[src/rtl/edge_bank_pkg.sv]
// Shared types and the detection rule for the edge detector bank.
// Assumes the 2-bit code encoding described in the brief.
package edge_bank_pkg;

    localparam int CODE_W = 2;

    typedef enum logic [CODE_W-1:0] {
        EDGE_RISE = 2'd0,
        EDGE_FALL = 2'd1,
        EDGE_BOTH = 2'd2,
        EDGE_OFF  = 2'd3
    } edge_code_e;

    // Decide whether the sample pair shows the transition selected by the code.
    function automatic logic edge_seen(input edge_code_e code, input logic now_v, input logic was_v);
        logic res;
        case (code)
            EDGE_RISE: res = now_v & ~was_v;
            EDGE_FALL: res = ~now_v & was_v;
            EDGE_BOTH: res = now_v ^ was_v;
            default:   res = 1'b0;
        endcase
        return res;
    endfunction

endpackage

[src/rtl/edge_cfg_regs.sv]
// Configuration register file: packed detection-code words, packed mask
// words and a one-bit enable, on a single-cycle write / combinational read port.
// Assumes DATA_W is a multiple of the code width and divides NUM_LINES.
module edge_cfg_regs
    import edge_bank_pkg::*;
#(
    parameter int NUM_LINES = 256,
    parameter int DATA_W    = 32,
    parameter int ADDR_W    = 5
) (
    input  logic                       clk,
    input  logic                       rst_n,
    input  logic                       cfg_we,
    input  logic [ADDR_W-1:0]          cfg_addr,
    input  logic [DATA_W-1:0]          cfg_wdata,
    output logic [DATA_W-1:0]          cfg_rdata,
    output logic [CODE_W*NUM_LINES-1:0] code_flat,
    output logic [NUM_LINES-1:0]       mask_vec,
    output logic                       en
);
    localparam int LINES_PER_CODE_WORD = DATA_W / CODE_W;
    localparam int CODE_WORDS          = NUM_LINES / LINES_PER_CODE_WORD;
    localparam int MASK_WORDS          = NUM_LINES / DATA_W;
    localparam int MASK_BASE           = CODE_WORDS;
    localparam int EN_ADDR             = CODE_WORDS + MASK_WORDS;

    logic [DATA_W-1:0] code_q [CODE_WORDS];
    logic [DATA_W-1:0] mask_q [MASK_WORDS];
    logic              en_q;

    genvar w;
    generate
        for (w = 0; w < CODE_WORDS; w++) begin : g_code
            // Hold one packed detection-code word.
            always_ff @(posedge clk) begin
                if (!rst_n)
                    code_q[w] <= '0;
                else if (cfg_we && cfg_addr == ADDR_W'(w))
                    code_q[w] <= cfg_wdata;
            end
            assign code_flat[w*DATA_W +: DATA_W] = code_q[w];
        end
        for (w = 0; w < MASK_WORDS; w++) begin : g_mask
            // Hold one packed mask word.
            always_ff @(posedge clk) begin
                if (!rst_n)
                    mask_q[w] <= '0;
                else if (cfg_we && cfg_addr == ADDR_W'(MASK_BASE + w))
                    mask_q[w] <= cfg_wdata;
            end
            assign mask_vec[w*DATA_W +: DATA_W] = mask_q[w];
        end
    endgenerate

    // Hold the global detection enable.
    always_ff @(posedge clk) begin
        if (!rst_n)
            en_q <= 1'b0;
        else if (cfg_we && cfg_addr == ADDR_W'(EN_ADDR))
            en_q <= cfg_wdata[0];
    end
    assign en = en_q;

    // Select read data by address; unmapped addresses read zero.
    always_comb begin
        cfg_rdata = '0;
        for (int i = 0; i < CODE_WORDS; i++)
            if (cfg_addr == ADDR_W'(i)) cfg_rdata = code_q[i];
        for (int i = 0; i < MASK_WORDS; i++)
            if (cfg_addr == ADDR_W'(MASK_BASE + i)) cfg_rdata = mask_q[i];
        if (cfg_addr == ADDR_W'(EN_ADDR)) cfg_rdata = {{(DATA_W-1){1'b0}}, en_q};
    end


    en_write_chk: assert property (@(posedge clk) disable iff (!rst_n)
        (cfg_we && cfg_addr == ADDR_W'(EN_ADDR)) |=> (en == $past(cfg_wdata[0])));

endmodule

[src/rtl/edge_sampler.sv]
// Two-stage sampler: current and previous sample of every line.
// While disabled (and in reset) both stages follow the inputs, so the
// first enabled comparison sees no difference.
module edge_sampler #(
    parameter int NUM_LINES = 256
) (
    input  logic                 clk,
    input  logic                 rst_n,
    input  logic                 en,
    input  logic [NUM_LINES-1:0] line_in,
    output logic [NUM_LINES-1:0] cur_q,
    output logic [NUM_LINES-1:0] prev_q
);
    // Capture inputs and shift the previous sample, or align both when idle.
    always_ff @(posedge clk) begin
        if (!rst_n || !en) begin
            cur_q  <= line_in;
            prev_q <= line_in;
        end else begin
            cur_q  <= line_in;
            prev_q <= cur_q;
        end
    end


    idle_align_chk: assert property (@(posedge clk) disable iff (!rst_n)
        !en |=> (cur_q == prev_q));

endmodule

[src/rtl/edge_classify.sv]
// Per-line combinational classifier: applies each line's detection code
// to its sample pair and removes masked lines.
// Assumes the code of line n sits at bits 2n+1:2n of code_flat.
module edge_classify
    import edge_bank_pkg::*;
#(
    parameter int NUM_LINES = 256
) (
    input  logic [NUM_LINES-1:0]        cur,
    input  logic [NUM_LINES-1:0]        prev,
    input  logic [CODE_W*NUM_LINES-1:0] code_flat,
    input  logic [NUM_LINES-1:0]        mask_vec,
    output logic [NUM_LINES-1:0]        hit
);
    genvar n;
    generate
        for (n = 0; n < NUM_LINES; n++) begin : g_line
            edge_code_e code_n;
            assign code_n = edge_code_e'(code_flat[CODE_W*n +: CODE_W]);
            // One line: detect the selected transition unless masked.
            assign hit[n] = edge_seen(code_n, cur[n], prev[n]) & ~mask_vec[n];
        end
    endgenerate

endmodule

[src/rtl/edge_bank_top.sv]
// Top of the programmable edge detector bank. Ties together the register
// file, the sampler and the classifier, and registers the event outputs.
// Assumes a single clock domain; line_in is already synchronous to clk.
module edge_bank_top #(
    parameter int NUM_LINES = 256,
    parameter int DATA_W    = 32,
    parameter int ADDR_W    = 5
) (
    input  logic                 clk,
    input  logic                 rst_n,
    input  logic [NUM_LINES-1:0] line_in,
    input  logic                 cfg_we,
    input  logic [ADDR_W-1:0]    cfg_addr,
    input  logic [DATA_W-1:0]    cfg_wdata,
    output logic [DATA_W-1:0]    cfg_rdata,
    output logic [NUM_LINES-1:0] evt_vec,
    output logic                 evt_any
);
    localparam int CODE_BITS = edge_bank_pkg::CODE_W * NUM_LINES;

    logic [CODE_BITS-1:0] code_flat;
    logic [NUM_LINES-1:0] mask_vec;
    logic                 en;
    logic [NUM_LINES-1:0] cur_q, prev_q, hit;
    logic [NUM_LINES-1:0] evt_vec_q;
    logic                 evt_any_q;

    edge_cfg_regs #(.NUM_LINES(NUM_LINES), .DATA_W(DATA_W), .ADDR_W(ADDR_W)) u_regs (
        .clk(clk), .rst_n(rst_n), .cfg_we(cfg_we), .cfg_addr(cfg_addr),
        .cfg_wdata(cfg_wdata), .cfg_rdata(cfg_rdata),
        .code_flat(code_flat), .mask_vec(mask_vec), .en(en)
    );

    edge_sampler #(.NUM_LINES(NUM_LINES)) u_samp (
        .clk(clk), .rst_n(rst_n), .en(en), .line_in(line_in),
        .cur_q(cur_q), .prev_q(prev_q)
    );

    edge_classify #(.NUM_LINES(NUM_LINES)) u_cls (
        .cur(cur_q), .prev(prev_q), .code_flat(code_flat),
        .mask_vec(mask_vec), .hit(hit)
    );

    // Register the gated per-line events and their summary flag.
    always_ff @(posedge clk) begin
        if (!rst_n) begin
            evt_vec_q <= '0;
            evt_any_q <= 1'b0;
        end else begin
            evt_vec_q <= en ? hit : '0;
            evt_any_q <= en & (|hit);
        end
    end

    assign evt_vec = evt_vec_q;
    assign evt_any = evt_any_q;


    off_quiet_chk: assert property (@(posedge clk) disable iff (!rst_n)
        !en |=> (evt_vec == '0 && !evt_any));


    mask_excl_chk: assert property (@(posedge clk) disable iff (!rst_n)
        ((evt_vec & $past(mask_vec)) == '0));


    any_match_chk: assert property (@(posedge clk) disable iff (!rst_n)
        (evt_any == (|evt_vec)));

endmodule

[config.mk]
export PLATFORM = sky130hd
export DESIGN_NAME = edge_bank_top
export DESIGN_NICKNAME = d
export VERILOG_FILES = /design/src/rtl/edge_bank_pkg.sv /design/src/rtl/edge_cfg_regs.sv /design/src/rtl/edge_sampler.sv /design/src/rtl/edge_classify.sv /design/src/rtl/edge_bank_top.sv
export SDC_FILE = /design/constraint.sdc
export NUM_CORES = 2
export LEC_CHECK = 0
export ABC_AREA = 1
export BUFFER_PORTS_ARGS = -buffer_cell sky130_fd_sc_hd__clkbuf_2
export CORE_MARGIN = 1.5
export CORE_UTILIZATION = 60
export CTS_CLUSTER_DIAMETER = 150
export DETAILED_ROUTE_END_ITERATION = 16
export HOLD_SLACK_MARGIN = 0.03
export PLACE_DENSITY = 0.88
export SETUP_SLACK_MARGIN = 0.4
export SLEW_MARGIN = 15
export SYNTH_ARGS = -nofsm -noshare
export SYNTH_HDL_FRONTEND = slang
export SYNTH_HIERARCHICAL = 1
export SYNTH_SLANG_ARGS = --single-unit
[constraint.sdc]
create_clock -name clk -period 8.7 [get_ports clk]
set_input_delay 0.435 -clock clk [delete_from_list [all_inputs] [get_ports clk]]
set_output_delay 0.435 -clock clk [all_outputs]
set_load 0.05 [all_outputs]
==> flow_summary.toml, run 1 <==
[yosys]
yosysWarningCount = 6
synth_seq_area_share_pct = 52.97
yosysTopAreaCell = "edfxtp_1"
synthCells = 8798
syn_avg_cell_area_sq_um = 8.256
synth_cell_types = 25
synth_area_leaders = "edfxtp_1 32%, dfxtp_1 21%, nand2_1 9.1%, inv_1 9.0%, ha_1 8.8%"
ys_ff_latch = 1538
synth_nets = 9606
netlist_area_sq_mm = 0.07264
yosysTopAreaCellShare_pct = 31.75

[global_routing]
grt_pass1_wl_mm = 594.7
grt_max_degree = 129
grt_pass1_vias = 79410
overflow = 4
grt_usage_pct = 70.83

[clocking]
cts_max_path_buffers = 3
cts_made_buffers = 154
cts.sinks = 1538
post_cts_buffers = 0
htreeDepth = 4
hold_buffers = 257
clock-root-buffer = "clkbuf_16"
cts_resized = 0

[run_status]
error = "[ERROR GRT-0116] Global routing finished with congestion. Check the congestion regions in the DRC Viewer."
haltStage = "5_1_grt"
status = "did not finish"

[floorplanning]
start_util_pct = 60.54
num_rows = 127
io_pins = 585
dieHeight_um = 350.9
die_width_um = 350.9

[place]
place_hpwl_mm = 263.8
dp_slack_ns = 4.225
portBuffers = 584
place_congestion = 1.106
==> through the flow <==
stage	cells	instance area [sq um]	util (%)	hold slack (ns)
2_1_floorplan	8798	72640	-	0.4512
4_1_cts	11300	84500	70.43	0.1043
3_5_place_dp	10760	76970	64.16	0.4665
3_3_place_gp	10760	76970	64.16	0.4586
==> synth_stat cells (all sizes together) <==
cell type	number
nand3	898
clkinv	4
nor2	1453
a21oi	304
ha	512
edfxtp	768
dfxtp	770
and3	1
nor3	3
o21ai	17
or2	84
buf	134
nand4	134
inv	1751
clkbuf	207
nand2	1758
==> cell families after synthesis <==
logic type                 synth area share (%)
buffers and inverters                     11.25
adders and majority gates                 8.820
and+or+nand+nor                           24.74
AOI/OAI and AO/OA                         2.212
DFF                                       52.97
==> layer usage <==
layer / overflow / track usage [%]
met1: 0 / 72.59
met2: 1 / 87.36
met3: 0 / 54.23
met4: 3 / 68.61
met5: 0 / 22.96
==> run 2, diff against run 1 <==
- CORE_UTILIZATION: 60 -> 40
- CTS_CLUSTER_DIAMETER: 150 -> unset
- HOLD_SLACK_MARGIN: 0.03 -> unset
- PLACE_DENSITY: 0.88 -> unset
- PLACE_DENSITY_LB_ADDON: unset -> 0.15
- SETUP_SLACK_MARGIN: 0.4 -> unset
==> flow_summary.toml, run 2 <==
[run_status]
status = "completed"

[yosys]
muxShareOfSynthArea_pct = 0
synth_seq_area_share_pct = 52.97
synth_top_family_by_area = "simple AND/OR/NAND/NOR gates"
yosysTopAreaCellShare_pct = 31.75
yosysTopAreaCell = "edfxtp_1"
ys_async_sr_fraction_pct = 0
netlist_area_sq_mm = 0.07264
yosysWarningCount = 6
synth-xor-area-share_pct = 0
yosys.area_share.simple_pct = 24.74
synthCells = 8798
ys.flop_type = "dfxtp_1"
synth_area_leaders = "edfxtp_1 32%, dfxtp_1 21%, nand2_1 9.1%, inv_1 9.0%, ha_1 8.8%"
synth_nets = 9606
synth_fa_ha_area_share_pct = 8.820
syn_avg_cell_area_sq_um = 8.256
synth.most_common_cell = "nand2_1"
synth-compound-area-share_pct = 2.212
synth_cell_types = 25
synth_edf_count = 768
synthTopCellsByCount = "1755 x nand2_1, 1742 x inv_1, 1442 x nor2_1"
ys_ff_latch = 1538

[floorplanning]
io_pins = 585
core_sq_mm = 0.1805
dieHeight_um = 429.1
dieArea_sq_mm = 0.1842
start_util_pct = 40.23
die_width_um = 429.1
num_rows = 156

[setup_path]
critPathArrivalTime_ns = 4.36
path_max_fanout = 33
crit_required_ns = 8.27
crit_start = "cfg_addr[4]"
reg2reg_from = "u_samp/cur_q[0]$_DFF_P_"
cp-start-kind = "primary input"
worstSetupEndpointType = "primary output"
path_class = "in2out"

[cells_and_area]
design_area_sq_mm = 0.08627
drive_gt1_share_pct = 11.42
seq_area_sq_mm = 0.03848
largest_reg_flops = 512
mostFrequentLayoutCells = "1754 x nand2_1, 1709 x inv_1, 1429 x nor2_1, 892 x nand3_1, 769 x dfxtp_1"
multi_input_area_sq_mm = 0.02619
largest-register = "u_regs/code_q"
fill_cells = 17450
final_common_cell = "nand2_1"
syn2layout_area_growth_pct = 18.77
nets = 10390

[sta]
setup_violations = 0
min_period_ns = 4.794
worst_slew_pin_slew_ns = 1.168
rsz0062_at_grt = "no"
setup-tns-final_ns = 0
fmax_mhz = 208.6
drv_slew = 0
fin_crit_sh_pct = 55.11
hold_viol_final = 0
relSlewSlack_pct = 21.88
clock_skew_ns = 0.03222

[route]
drcViolationCount = 0
via_count = 64600
avgViaCountPerCell = 5.335
drt-total-wl_mm = 361.7
dr.pass1.iters = 6
wire_per_inst_um = 29.88
ant_nets = 0
detail_route.iter0.violations = 8205

[clocking]
cts.sinks = 1538
clock-root-buffer = "clkbuf_16"
cts_max_path_buffers = 3
clock_latency_ns = 0.85
cts.clk_slew.worst_paths_ns = 0.06
htreeDepth = 4
cts_resized = 0
hold_buffers = 258
cts_tree = "done"
post_cts_buffers = 0
cts_made_buffers = 168

[global_routing]
overflow = 0
antenna_found_initial = 42
grt_max_degree = 128
grt_usage_pct = 38.39
grt_pass1_vias = 59650
grt_pass1_wl_mm = 485.5

[worst_hold_path]
worstHoldStart = "line_in[252]"
hold_path.class = "in2reg"

[place]
place_hpwl_mm = 270.3
detailed_place.area_sq_mm = 0.07801
portBuffers = 584
place_congestion = 1.041

[power]
finalPower_uw = 17640
powerDensity_mw_per_mm2 = 204.5
ir_drop_mv = 0.1653
leakage_uw = 0.04172

[job]
maxCapViolCount = 0
run 2: cell counts after synthesis:
No cell type changed its count.
run 2: worst paths after layout:
kind	to	cells past startpoint	slack, ns
max	cfg_rdata[16]	19	3.91
min	u_samp/cur_q[252]$_DFF_P_	2	0.23
max reg2reg	evt_any$_SDFF_PN0_	13	5.52
min reg2reg	u_samp/prev_q[170]$_DFF_P_	2	0.46
run 2: cell families after synthesis:
group	count (synthesis)
DFF	1538
and+or+nand+nor	4331
adders and majority gates	512
buffers and inverters	2096
AOI/OAI and AO/OA	321
run 2: final cells by class:
cell class / count / share of cell area, %
repair buffers: 952 / 7.379
clock inverters: 70 / 0.7324
flip-flops and latches: 1538 / 44.60
clock buffers: 246 / 5.816
multi-input cells: 5164 / 30.36
well taps: 2370 / 3.437
diodes: 13 / 0.03771
inverters: 1755 / 7.637
run 2: worst max-delay path, stage by stage:
cell and delay [ns]:
clkbuf_2 0.25, inv_1 0.20, nand2_1 0.34, nor2_4 0.26, nand2_1 0.13, nand2_1 0.06, nor2_1 0.18, nand4_1 0.22
nor2_1 0.24, nand4_1 0.26, nand2_1 0.14, nand4_1 0.18, nor2_1 0.15, nand4_1 0.11, nor2_1 0.31, nand4_1 0.32
nor2_1 0.22, nor2_1 0.08, clkbuf_2 0.26
run 2: metal layers:
metal / GRT usage [%] / vias to the layer above / routed length (um)
met5: 0 / - / 314
met2: 58.10 / 3661 / 156200
met4: 20.03 / 46 / 21880
met1: 51.17 / 31440 / 146000
met3: 8.703 / 806 / 37320
li1: - / 28650 / -
run 2: power by group:
group          leakage (uW)  total, uW  internal [uW]  switching (uW)
sequential           0.0137       8530           7950             578
clock               0.00281       7340           4180            3160
combinational        0.0252       1770            510            1260
run 2: per-stage QoR:
step	setup slack [ns]	hold slack (ns)	cells	util, %
final	3.906	0.2312	12110	47.78
after global routing	3.847	0.1974	12100	47.77
after CTS	4.082	0.1612	12100	47.77
after detailed placement	4.092	0.4654	11520	43.21
after global placement	4.080	0.4614	11520	43.21
after floorplan	4.310	0.4512	8798	-
(Power assumes the default switching activity.)
